===== src/rtl/uartRxPkg.sv =====
package uartRxPkg;

  localparam int CHAR_W = 8;

  typedef enum logic [2:0] {
    PAR_NONE = 3'd0,
    PAR_EVEN = 3'd1,
    PAR_ODD  = 3'd2,
    PAR_ZERO = 3'd3,
    PAR_ONE  = 3'd4
  } parMode_e;

  // strobes from the sequencer to the datapath
  typedef struct packed {
    logic clearChar;
    logic sampleData;
    logic sampleParity;
    logic pushChar;
    logic markFrame;
    logic markBreak;
  } rxStrobe_t;

  typedef struct packed {
    logic [CHAR_W-1:0] data;
    logic              parErr;
    logic              frmErr;
    logic              brk;
  } rxEntry_t;

endpackage


===== src/rtl/uartRxCtrl.sv =====
module uartRxCtrl
  import uartRxPkg::*;
#(
  parameter int OVERSAMPLE = 16,
  parameter int CNT_W      = $clog2(OVERSAMPLE)
) (
  input  logic       clk,
  input  logic       rstN,
  input  logic       tick,
  input  logic       rxSync,
  input  logic [1:0] charLen,
  input  logic       parEnable,
  input  logic       dataNonZero,
  input  logic       charAllLow,
  output rxStrobe_t  strobe,
  output logic [2:0] bitIdx
);

  localparam logic [CNT_W-1:0] LAST      = CNT_W'(OVERSAMPLE - 1);
  localparam logic [CNT_W-1:0] HALF_LAST = CNT_W'(OVERSAMPLE / 2 - 1);

  typedef enum logic [2:0] {
    S_IDLE, S_START, S_DATA, S_PARITY, S_STOP, S_FEWAIT, S_BRKWAIT
  } state_e;

  state_e           state, nextState;
  logic [CNT_W-1:0] cnt, nextCnt;
  logic [2:0]       nextBit;
  logic             prevRx;
  logic [2:0]       lastBit;

  assign lastBit = {1'b0, charLen} + 3'd4;

  always_comb begin
    nextState = state;
    nextCnt   = cnt;
    nextBit   = bitIdx;
    strobe    = '0;
    if (tick) begin
      unique case (state)
        S_IDLE: begin
          if (prevRx && !rxSync) begin
            nextState = S_START;
            nextCnt   = '0;
          end
        end
        S_START: begin
          if (cnt == HALF_LAST) begin
            if (rxSync) begin
              nextState = S_IDLE;
            end else begin
              nextState        = S_DATA;
              nextCnt          = '0;
              nextBit          = '0;
              strobe.clearChar = 1'b1;
            end
          end else begin
            nextCnt = cnt + 1'b1;
          end
        end
        S_DATA: begin
          if (cnt == LAST) begin
            strobe.sampleData = 1'b1;
            nextCnt           = '0;
            if (bitIdx == lastBit) begin
              nextState = parEnable ? S_PARITY : S_STOP;
            end else begin
              nextBit = bitIdx + 3'd1;
            end
          end else begin
            nextCnt = cnt + 1'b1;
          end
        end
        S_PARITY: begin
          if (cnt == LAST) begin
            strobe.sampleParity = 1'b1;
            nextCnt             = '0;
            nextState           = S_STOP;
          end else begin
            nextCnt = cnt + 1'b1;
          end
        end
        S_STOP: begin
          if (cnt == LAST) begin
            strobe.pushChar = 1'b1;
            nextCnt         = '0;
            if (rxSync) begin
              nextState = S_IDLE;
            end else if (charAllLow) begin
              strobe.markBreak = 1'b1;
              nextState        = S_BRKWAIT;
            end else begin
              strobe.markFrame = 1'b1;
              nextState        = dataNonZero ? S_FEWAIT : S_IDLE;
            end
          end else begin
            nextCnt = cnt + 1'b1;
          end
        end
        S_FEWAIT: begin
          if (cnt == HALF_LAST) begin
            if (!rxSync) begin
              nextState        = S_DATA;
              nextCnt          = '0;
              nextBit          = '0;
              strobe.clearChar = 1'b1;
            end else begin
              nextState = S_IDLE;
            end
          end else begin
            nextCnt = cnt + 1'b1;
          end
        end
        S_BRKWAIT: begin
          if (!rxSync) begin
            nextCnt = '0;
          end else if (cnt == HALF_LAST) begin
            nextState = S_IDLE;
            nextCnt   = '0;
          end else begin
            nextCnt = cnt + 1'b1;
          end
        end
        default: nextState = S_IDLE;
      endcase
    end
  end

  always_ff @(posedge clk or negedge rstN) begin
    if (!rstN) begin
      state  <= S_IDLE;
      cnt    <= '0;
      bitIdx <= '0;
      prevRx <= 1'b1;
    end else begin
      state  <= nextState;
      cnt    <= nextCnt;
      bitIdx <= nextBit;
      if (tick) prevRx <= rxSync;
    end
  end

endmodule


===== src/rtl/uartRxDatapath.sv =====
module uartRxDatapath
  import uartRxPkg::*;
#(
  parameter int FIFO_DEPTH  = 3,
  parameter int SYNC_STAGES = 2,
  parameter int PTR_W       = (FIFO_DEPTH > 1) ? $clog2(FIFO_DEPTH) : 1,
  parameter int LVL_W       = $clog2(FIFO_DEPTH + 1)
) (
  input  logic              clk,
  input  logic              rstN,
  input  logic              rxd,
  input  rxStrobe_t         strobe,
  input  logic [2:0]        bitIdx,
  input  parMode_e          parMode,
  input  logic              readStrobe,
  input  logic              clearErr,
  input  logic              rtsSet,
  output logic              rxSync,
  output logic              dataNonZero,
  output logic              charAllLow,
  output logic [CHAR_W-1:0] rxData,
  output logic              rxReady,
  output logic              fifoFull,
  output logic              parityErr,
  output logic              frameErr,
  output logic              breakFlag,
  output logic              overrunFlag,
  output logic              rtsOut
);

  localparam logic [LVL_W-1:0] LVL_FULL = LVL_W'(FIFO_DEPTH);
  localparam logic [PTR_W-1:0] PTR_LAST = PTR_W'(FIFO_DEPTH - 1);

  // ---------------- line synchronizer ----------------
  logic [SYNC_STAGES-1:0] syncQ;
  for (genvar s = 0; s < SYNC_STAGES; s++) begin : g_sync
    if (s == 0) begin : g_first
      always_ff @(posedge clk or negedge rstN) begin
        if (!rstN) syncQ[s] <= 1'b1;
        else       syncQ[s] <= rxd;
      end
    end else begin : g_next
      always_ff @(posedge clk or negedge rstN) begin
        if (!rstN) syncQ[s] <= 1'b1;
        else       syncQ[s] <= syncQ[s-1];
      end
    end
  end
  assign rxSync = syncQ[SYNC_STAGES-1];

  // ---------------- character assembly ----------------
  logic [CHAR_W-1:0] charReg;
  logic              parBit;

  always_ff @(posedge clk or negedge rstN) begin
    if (!rstN) begin
      charReg <= '0;
      parBit  <= 1'b0;
    end else begin
      if (strobe.clearChar) begin
        charReg <= '0;
        parBit  <= 1'b0;
      end else begin
        if (strobe.sampleData)   charReg[bitIdx] <= rxSync;
        if (strobe.sampleParity) parBit          <= rxSync;
      end
    end
  end

  assign dataNonZero = |charReg;
  assign charAllLow  = !(|charReg) && !parBit;

  logic onesOdd;
  logic parMismatch;
  assign onesOdd = ^charReg;

  always_comb begin
    unique case (parMode)
      PAR_EVEN: parMismatch = onesOdd ^ parBit;
      PAR_ODD:  parMismatch = ~(onesOdd ^ parBit);
      PAR_ZERO: parMismatch = parBit;
      PAR_ONE:  parMismatch = ~parBit;
      default:  parMismatch = 1'b0;
    endcase
  end

  rxEntry_t newEntry;
  always_comb begin
    newEntry.data   = strobe.markBreak ? '0 : charReg;
    newEntry.parErr = strobe.markBreak ? 1'b0 : parMismatch;
    newEntry.frmErr = strobe.markFrame;
    newEntry.brk    = strobe.markBreak;
  end

  // ---------------- holding queue ----------------
  rxEntry_t         mem [FIFO_DEPTH];
  logic [PTR_W-1:0] rdPtr, wrPtr;
  logic [LVL_W-1:0] level;
  logic             popEn, acceptEn, overrunEv;

  assign popEn     = readStrobe && (level != '0);
  assign acceptEn  = strobe.pushChar && ((level != LVL_FULL) || popEn);
  assign overrunEv = strobe.pushChar && !acceptEn;

  function automatic logic [PTR_W-1:0] ptrInc(input logic [PTR_W-1:0] p);
    return (p == PTR_LAST) ? '0 : p + 1'b1;
  endfunction

  for (genvar g = 0; g < FIFO_DEPTH; g++) begin : g_slot
    always_ff @(posedge clk or negedge rstN) begin
      if (!rstN)                                    mem[g] <= '0;
      else if (acceptEn && (wrPtr == PTR_W'(g)))    mem[g] <= newEntry;
    end
  end

  always_ff @(posedge clk or negedge rstN) begin
    if (!rstN) begin
      rdPtr <= '0;
      wrPtr <= '0;
      level <= '0;
    end else begin
      if (popEn)    rdPtr <= ptrInc(rdPtr);
      if (acceptEn) wrPtr <= ptrInc(wrPtr);
      unique case ({acceptEn, popEn})
        2'b10:   level <= level + 1'b1;
        2'b01:   level <= level - 1'b1;
        default: level <= level;
      endcase
    end
  end

  rxEntry_t head;
  assign head      = mem[rdPtr];
  assign rxData    = head.data;
  assign parityErr = head.parErr;
  assign frameErr  = head.frmErr;
  assign breakFlag = head.brk;
  assign rxReady   = (level != '0);
  assign fifoFull  = (level == LVL_FULL);

  // ---------------- overrun and request-to-send ----------------
  always_ff @(posedge clk or negedge rstN) begin
    if (!rstN) begin
      overrunFlag <= 1'b0;
      rtsOut      <= 1'b0;
    end else begin
      if (overrunEv)     overrunFlag <= 1'b1;
      else if (clearErr) overrunFlag <= 1'b0;
      if (overrunEv)     rtsOut <= 1'b0;
      else if (rtsSet)   rtsOut <= 1'b1;
    end
  end

endmodule


===== src/rtl/uartRx.sv =====
module uartRx
  import uartRxPkg::*;
#(
  parameter int OVERSAMPLE  = 16,
  parameter int FIFO_DEPTH  = 3,
  parameter int SYNC_STAGES = 2
) (
  input  logic       clk,
  input  logic       rstN,
  input  logic       tick16,
  input  logic       rxd,
  input  logic [1:0] charLen,
  input  logic [2:0] parMode,
  input  logic       readStrobe,
  input  logic       clearErr,
  input  logic       rtsSet,
  output logic [7:0] rxData,
  output logic       rxReady,
  output logic       fifoFull,
  output logic       parityErr,
  output logic       frameErr,
  output logic       breakFlag,
  output logic       overrunFlag,
  output logic       rtsOut
);

  rxStrobe_t  strobe;
  logic [2:0] bitIdx;
  logic       rxSync, dataNonZero, charAllLow, parEnable;
  parMode_e   modeSel;

  assign parEnable = (parMode >= 3'd1) && (parMode <= 3'd4);
  assign modeSel   = parEnable ? parMode_e'(parMode) : PAR_NONE;

  uartRxCtrl #(
    .OVERSAMPLE(OVERSAMPLE)
  ) i_ctrl (
    .clk        (clk),
    .rstN       (rstN),
    .tick       (tick16),
    .rxSync     (rxSync),
    .charLen    (charLen),
    .parEnable  (parEnable),
    .dataNonZero(dataNonZero),
    .charAllLow (charAllLow),
    .strobe     (strobe),
    .bitIdx     (bitIdx)
  );

  uartRxDatapath #(
    .FIFO_DEPTH (FIFO_DEPTH),
    .SYNC_STAGES(SYNC_STAGES)
  ) i_dp (
    .clk        (clk),
    .rstN       (rstN),
    .rxd        (rxd),
    .strobe     (strobe),
    .bitIdx     (bitIdx),
    .parMode    (modeSel),
    .readStrobe (readStrobe),
    .clearErr   (clearErr),
    .rtsSet     (rtsSet),
    .rxSync     (rxSync),
    .dataNonZero(dataNonZero),
    .charAllLow (charAllLow),
    .rxData     (rxData),
    .rxReady    (rxReady),
    .fifoFull   (fifoFull),
    .parityErr  (parityErr),
    .frameErr   (frameErr),
    .breakFlag  (breakFlag),
    .overrunFlag(overrunFlag),
    .rtsOut     (rtsOut)
  );

endmodule


===== config.mk =====
export PLATFORM = sky130hd
export DESIGN_NAME = uartRx
export DESIGN_NICKNAME = d
export VERILOG_FILES = /design/src/rtl/uartRxPkg.sv /design/src/rtl/uartRxCtrl.sv /design/src/rtl/uartRxDatapath.sv /design/src/rtl/uartRx.sv
export SDC_FILE = /design/constraint.sdc
export NUM_CORES = 1
export LEC_CHECK = 0
export BUFFER_PORTS_ARGS = -buffer_cell sky130_fd_sc_hd__buf_4
export CAP_MARGIN = 20
export CORE_MARGIN = 2
export CORE_UTILIZATION = 60
export DETAILED_ROUTE_END_ITERATION = 8
export GPL_TIMING_DRIVEN = 0
export PLACE_DENSITY = 0.87
export SLEW_MARGIN = 5
export SYNTH_ARGS = -nofsm -noshare
export SYNTH_HDL_FRONTEND = slang
export SYNTH_SLANG_ARGS = --single-unit

===== constraint.sdc =====
create_clock -name clk -period 4.6 [get_ports clk]
set_input_delay 0.46 -clock clk [delete_from_list [all_inputs] [get_ports clk]]
set_output_delay 0.46 -clock clk [all_outputs]
set_load 0.01 [all_outputs]

======== Yosys cells after proc, flatten, opt, wreduce, memory -nomap -nowiden ========
Cells that the tools add are included.
operators by class
  add/subtract/negate cells ............... 7
  magnitude comparators ................... 5
  equal/unequal tests ..................... 31
  multiplexer cells ....................... 59
  bitwise operators ....................... 4
  reductions and logical operators ........ 32
operator list
  operator                                             count
  two-way mux 3 bit                                    19
  two-way mux 4 bit                                    6
  two-way mux 8 bit                                    3
  binary-select mux 11 bit (select 2 bit)              1
  two-way mux 11 bit                                   2
  one-hot mux 3 bit (6 select lines)                   1
  two-way mux 1 bit                                    16
  != test 2 x 1 -> 1 bit, second input constant        8
  one-hot mux 4 bit (4 select lines)                   1
  nonzero test 2 bit                                   7
  == test 3 x 2 -> 1 bit, second input constant        4
  == test 3 bit, second input constant                 4
  logical AND 1 bit                                    10
  AND reduction 9 bit                                  1
  bitwise mux 8 bit                                    1
  == test 2 bit, second input constant                 4
  two-way mux 2 bit                                    4
  OR reduction 8 bit                                   1
  parity 8 bit                                         1
  adder 2 x 1 -> 2 bit, second input constant          3
  == test 3 x 1 -> 1 bit, second input constant        2
  >= comparator 3 x 1 -> 1 bit, second input constant  2
  two-way mux 6 bit                                    1
  != test 2 bit, second input constant                 3
  28 further kinds                                     33
word-level totals
  register bits ........................... 63
  input bits .............................. 12
  output and inout bits ................... 15
  logic and storage cells ................. 163

======== Longest topological paths before layout ========
  depth in word-level cells ............... 12
  mapped depth ............................ 8
  depth with buffers taken out ............ 7

======== Modules after synthesis ========
From an unflattened synthesis, not the netlist that was laid out.
second synthesis, totals
  cells, all modules ...................... 354
  area, all modules ....................... 3433.3 um^2
by module, submodules not included
  module          times used  cells each  area an instance (um^2)  seq. area each (um^2)
  uartRxDatapath  1           253         2534.9                   1303.8
  uartRxCtrl      1           96          863.3                    276.5
  uartRx          1           5           35.0                     0.0

======== Worst setup path after synthesis ========
Ideal clock, no wire load.
  kind .................................... register -> register
  from .................................... register i_ctrl.cnt[0]
  to ...................................... register i_dp.mem[12] (netlist name)
  library setup time ...................... 128 ps
  arrival ................................. 1757 ps
  required time ........................... 4472 ps
  slack ................................... 2715 ps
  stages on the path, launching flop included .. 9
  path buffers ............................ 2
  period minus slack after synthesis ...... 1885 ps
  cells stage by stage .................... dfrtp_1 -> ha_1 -> and4_1 -> buf_4 -> nand2_4 -> or4b_4 -> buf_2 -> nand2_1 -> o21ai_1
on the way
  word-level cells in the longest chain between the ends .. 6
ends and longest elaborated chain
  item                             line                   RTL
  from (decl)                      uartRxCtrl.sv:27       logic [CNT_W-1:0] cnt, nextCnt;
  from (signal assigned)           uartRxCtrl.sv:137      cnt <= nextCnt;
  == test 4 bit (*)                uartRxCtrl.sv:84       if (cnt == LAST) begin
  two-way mux 3 bit (*)            uartRxCtrl.sv:84
  two-way mux 3 bit (*)            uartRxCtrl.sv:40       unique case (state)
  two-way mux 6 bit (*)            uartRxCtrl.sv:39       if (tick) begin
  logical AND 1 bit                uartRxDatapath.sv:102  assign acceptEn = strobe.pushChar && ((level != LVL_FULL) || popEn);
  logical AND 1 bit                uartRxDatapath.sv:112  else if (acceptEn && (wrPtr == PTR_W'(g))) mem[g] <= newEntry;
  to (signal, indexed assignment)  uartRxDatapath.sv:112
  to (decl)                        uartRxDatapath.sv:96   rxEntry_t mem [FIFO_DEPTH];
Every way passes the cells marked *; elsewhere a longest branch is shown, timed or not.
A chain may end at the register's enable or synchronous reset.

======== Worst setup path after layout ========
  from .................................... register i_dp.rdPtr[0]
  to ...................................... output rxData[0]
on the way
  word-level cells in the longest chain between the ends .. 4
ends and longest elaborated chain
  item                                                   line                   RTL
  from (decl)                                            uartRxDatapath.sv:97   logic [PTR_W-1:0] rdPtr, wrPtr;
  from (signal assigned)                                 uartRxDatapath.sv:122  if (popEn) rdPtr <= ptrInc(rdPtr);
  inverter 2 -> 3 bit (not written as such)              uartRxDatapath.sv:133  assign head = mem[rdPtr];
  binary-select mux 11 bit (select 2 bit)                uartRxDatapath.sv:133
  two-way mux 11 bit (not written as such) (2 in a row)  uartRxDatapath.sv:133
  to (decl)                                              uartRx.sv:17           output logic [7:0] rxData,
No other way between the ends. The select of a mux whose other input is x is not followed.

==> out/results.txt <==
Run status = complete, no violations
CP delay by family, top = buffers and inverters
Syn_nets = 386
Hold slack = 0.188 ns
Reg clk slew, reported paths = 0.07 ns
R2R Path End = i_dp.mem[21]
Total stage count of the critical path = 5
Clock power frac = 33.1%
Final wirelength = 7260 um
Vias = 2,821
Flop pwr share = 42.1%
Final worst-path cycle share = 56.9%
Multi-input gate area = 1600 um2
Dpl hpwl = 4990 um
WS Path Type = reg -> out
Worst clock skew = 0.00705 ns
Vias in the first global route = 2,681
Global-route wire length before repair = 12,300 um
Setup_tns = 0 ns
Wire per inst = 15.1 um
Residual DRC = 0
Async S/R FF share, synth = 100%
Unrepaired setup endpoints after global routing = no
Clk Latency, worst-skew pair = 0.34 ns
Power density over cell area = 395 nW/um2
Max cap viols = 0
Row Count = 27
Clk root buf = clkbuf_8
Tmin final = 2.62 ns
Reg2reg start = i_ctrl.cnt[0]
Cells along the critical path = clkbuf_1 > clkbuf_1 > mux2i_1 > o21ai_0 > buf_4
Die Y = 78.7 um
Die footprint = 6190 um2
NumNets Final = 423
Layout cells sized above 1 = 16.1%
Final core occ = 70.6%
Detail-routed via count per cell = 5.85
Worst slew margin = 48.6%
Total CTS buffers = 9
Final hold violation count = 0
Post-CTS setup buffer count = 0
Synth cell types = 55
Sw frac = 31.3%
Setup violations, final = 0
Initial antenna violation count = 0
Tightest Pin Transition = 0.771 ns
IO Count = 27
Hold buffers post-CTS = 0
CP Launch Type = register
Antenna Nets Post-Route = 0
Maximum vdd ir drop = 0.397 mV
Grt total ovfl = 0
Critical path's largest stage delay = 0.62 ns
Slowest CP cell = clkbuf_1
Area grow syn2layout = 14.8%
Register-to-register setup slack = 2.48 ns
GP Congestion = 0.859
Design Power = 1.52 mW
Seq cells post-synth = 63
Port bufs = 26
Cell Area, Placed = 3630 um2
Worst Setup SP = i_dp.rdPtr[0]
Post-Syn Area per Cell = 9.09 um2
P_leak = 1.67 nW
PostCTS Resize Cnt = 0
Design Area, Final = 3840 um2
CP most frequent cell = clkbuf_1
Yosys warning count = 0
Starting Density = 61.5%
DR iter-0 viols = 200
Crit end category = output port
Number of enable flip-flop cells after synthesis = 0
Hold Crit Class = in -> async
Max FO, Critical Path = 10
Critical path arrival = 2.16 ns
Clock buffer depth = 2
Antenna diodes = 0
1st-pass router iterations = 5
Sequential element share of the synthesized area = 47.2%
Core area = 5440 um2
CP Data Required Time = 4.14 ns
Largest net degree at the start of global routing = 64
H-tree depth = 3
Combinational Power Share = 24.9%
Mapped Cells = 368
Pins Over Slew Limit = 0
Register Area = 1580 um2
GRT Util Overall = 25.6%
Max Freq = 382 MHz
Worst R2R Path Depth = 8
Bufs and invs on worst path = 3
Clk sinks = 63
CTS tree = yes
Pint = 1.04 mW
P_sw = 0.475 mW
Mapped Area = 3350 um2
# fillers = 437
Main synth FF type = dfrtp_1
Chip width = 78.7 um
[logic make-up after synthesis]
group | after synthesis | share of synthesized area (%)
AOI/OAI and AO/OA | 86 | 14.9
xor gates and xnor gates | 8 | 2.09
adders and majority gates | 6 | 2.24
buffers and inverters | 33 | 4.82
DFF | 63 | 47.2
muxes | 17 | 5.42
and+or+nand+nor | 155 | 23.3
[synth_stat cells, types with 2 or more instances]
cell type	number	area share [%]
nor2_1	9	1.0
o22ai_1	2	0.37
nand3b_1	5	1.1
mux2i_1	14	4.2
a221o_1	2	0.60
nor4b_1	2	0.52
o31ai_1	2	0.45
dfrtp_1	60	45
nand3_1	13	1.9
o21a_1	2	0.45
buf_6	3	1.0
nor2b_1	5	0.93
nand4b_1	3	0.79
buf_4	2	0.45
nor3b_1	4	0.90
a21oi_1	5	0.75
mux2_4	2	0.90
nand4_1	2	0.37
inv_1	14	1.6
nand2_1	84	9.4
dfstp_2	3	2.4
nand2b_1	5	0.93
or4b_4	2	0.82
clkbuf_1	8	0.90
xnor2_1	7	1.8
o21ai_1	30	4.5
o21ai_0	30	4.5
buf_2	6	0.90
a22o_1	2	0.52
and2_1	2	0.37
ha_1	6	2.2
and3b_1	2	0.52
nor3_1	8	1.2
[worst max-delay path by stage]
| stage | to | slack [ns] |
|---|---|---|
| CTS | rxData[0] | 1.96 |
| floorplan | i_dp.mem[12] | 2.71 |
| global placement | parityErr | 2.40 |
| detailed placement | rxData[0] | 2.33 |
| global route | rxData[0] | 1.79 |
| finish | rxData[0] | 1.98 |
[stage by stage]
stage / cells / worst slack (ns)
floorplan: 368 / 2.71
global placement: 466 / 2.40
detailed placement: 466 / 2.33
CTS: 482 / 1.96
global route: 482 / 1.79
finish: 482 / 1.98
[sequential cells by signal (all words and copies together), names as in the netlist, 2 cells and up]
signal and flops:
i_dp.mem 33, i_dp.charReg 8, i_ctrl.cnt 4, i_ctrl.bitIdx 3, i_ctrl.state 3, i_dp.level 2, i_dp.rdPtr 2, i_dp.wrPtr 2
[layout by cell type (no fill, tap or decap), types with 2 or more instances in the layout]
master	instances
a21oi_1	5
a221o_1	2
a22o_1	2
and2_1	2
and3b_1	2
buf_2	6
buf_4	28
buf_6	3
clkbuf_1	9
clkbuf_8	12
clkinv_2	2
dfrtp_1	60
dfstp_2	3
ha_1	6
inv_1	14
mux2_4	2
mux2i_1	14
nand2_1	84
nand2b_1	5
nand3_1	13
nand3b_1	5
nand4_1	2
nand4b_1	3
nor2_1	9
nor2b_1	5
nor3_1	8
nor3b_1	4
nor4b_1	2
o21a_1	2
o21ai_0	30
o21ai_1	30
o22ai_1	2
o31ai_1	2
or4b_4	2
xnor2_1	7
[cell type report]
type	count	area share, %
Multi-Input combinational cell	272	41.8
Sequential cell	63	41.2
Timing Repair Buffer	26	5.08
Clock buffer	13	4.40
Buffer	19	2.83
Tap cell	72	2.35
Inverter	14	1.37
Clock inverter	3	1.04
[power by group through the flow]
stage / logic [mW] / clock network [mW] / registers [mW]
global placement: 0.354 / 0 / 0.644
global route: 0.419 / 0.533 / 0.644
detailed placement: 0.367 / 0 / 0.647
floorplan: 0.285 / 0 / 0.636
CTS: 0.372 / 0.508 / 0.637
finish: 0.378 / 0.502 / 0.639
[worst register-to-register path: cells and delay by family (launching register included)]
family | cells | cell delay [ns]
adder cells (fa/ha/maj) | 1 | 0.25
buffers and inverters | 2 | 0.38
AO/OA/AOI/OAI | 1 | 0.07
flip-flops | 1 | 0.38
AND/OR/NAND/NOR | 4 | 0.93
[per-layer routing]
| layer | part of all wire [%] | global-route usage (%) |
|---|---|---|
| met2 | 49 | 43.0 |
| met5 | 0 | 0 |
| met3 | 5.1 | 4.02 |
| met1 | 45 | 33.3 |
| met4 | 1.1 | 10.2 |
Note: power is estimated with default switching activity, not from simulation.
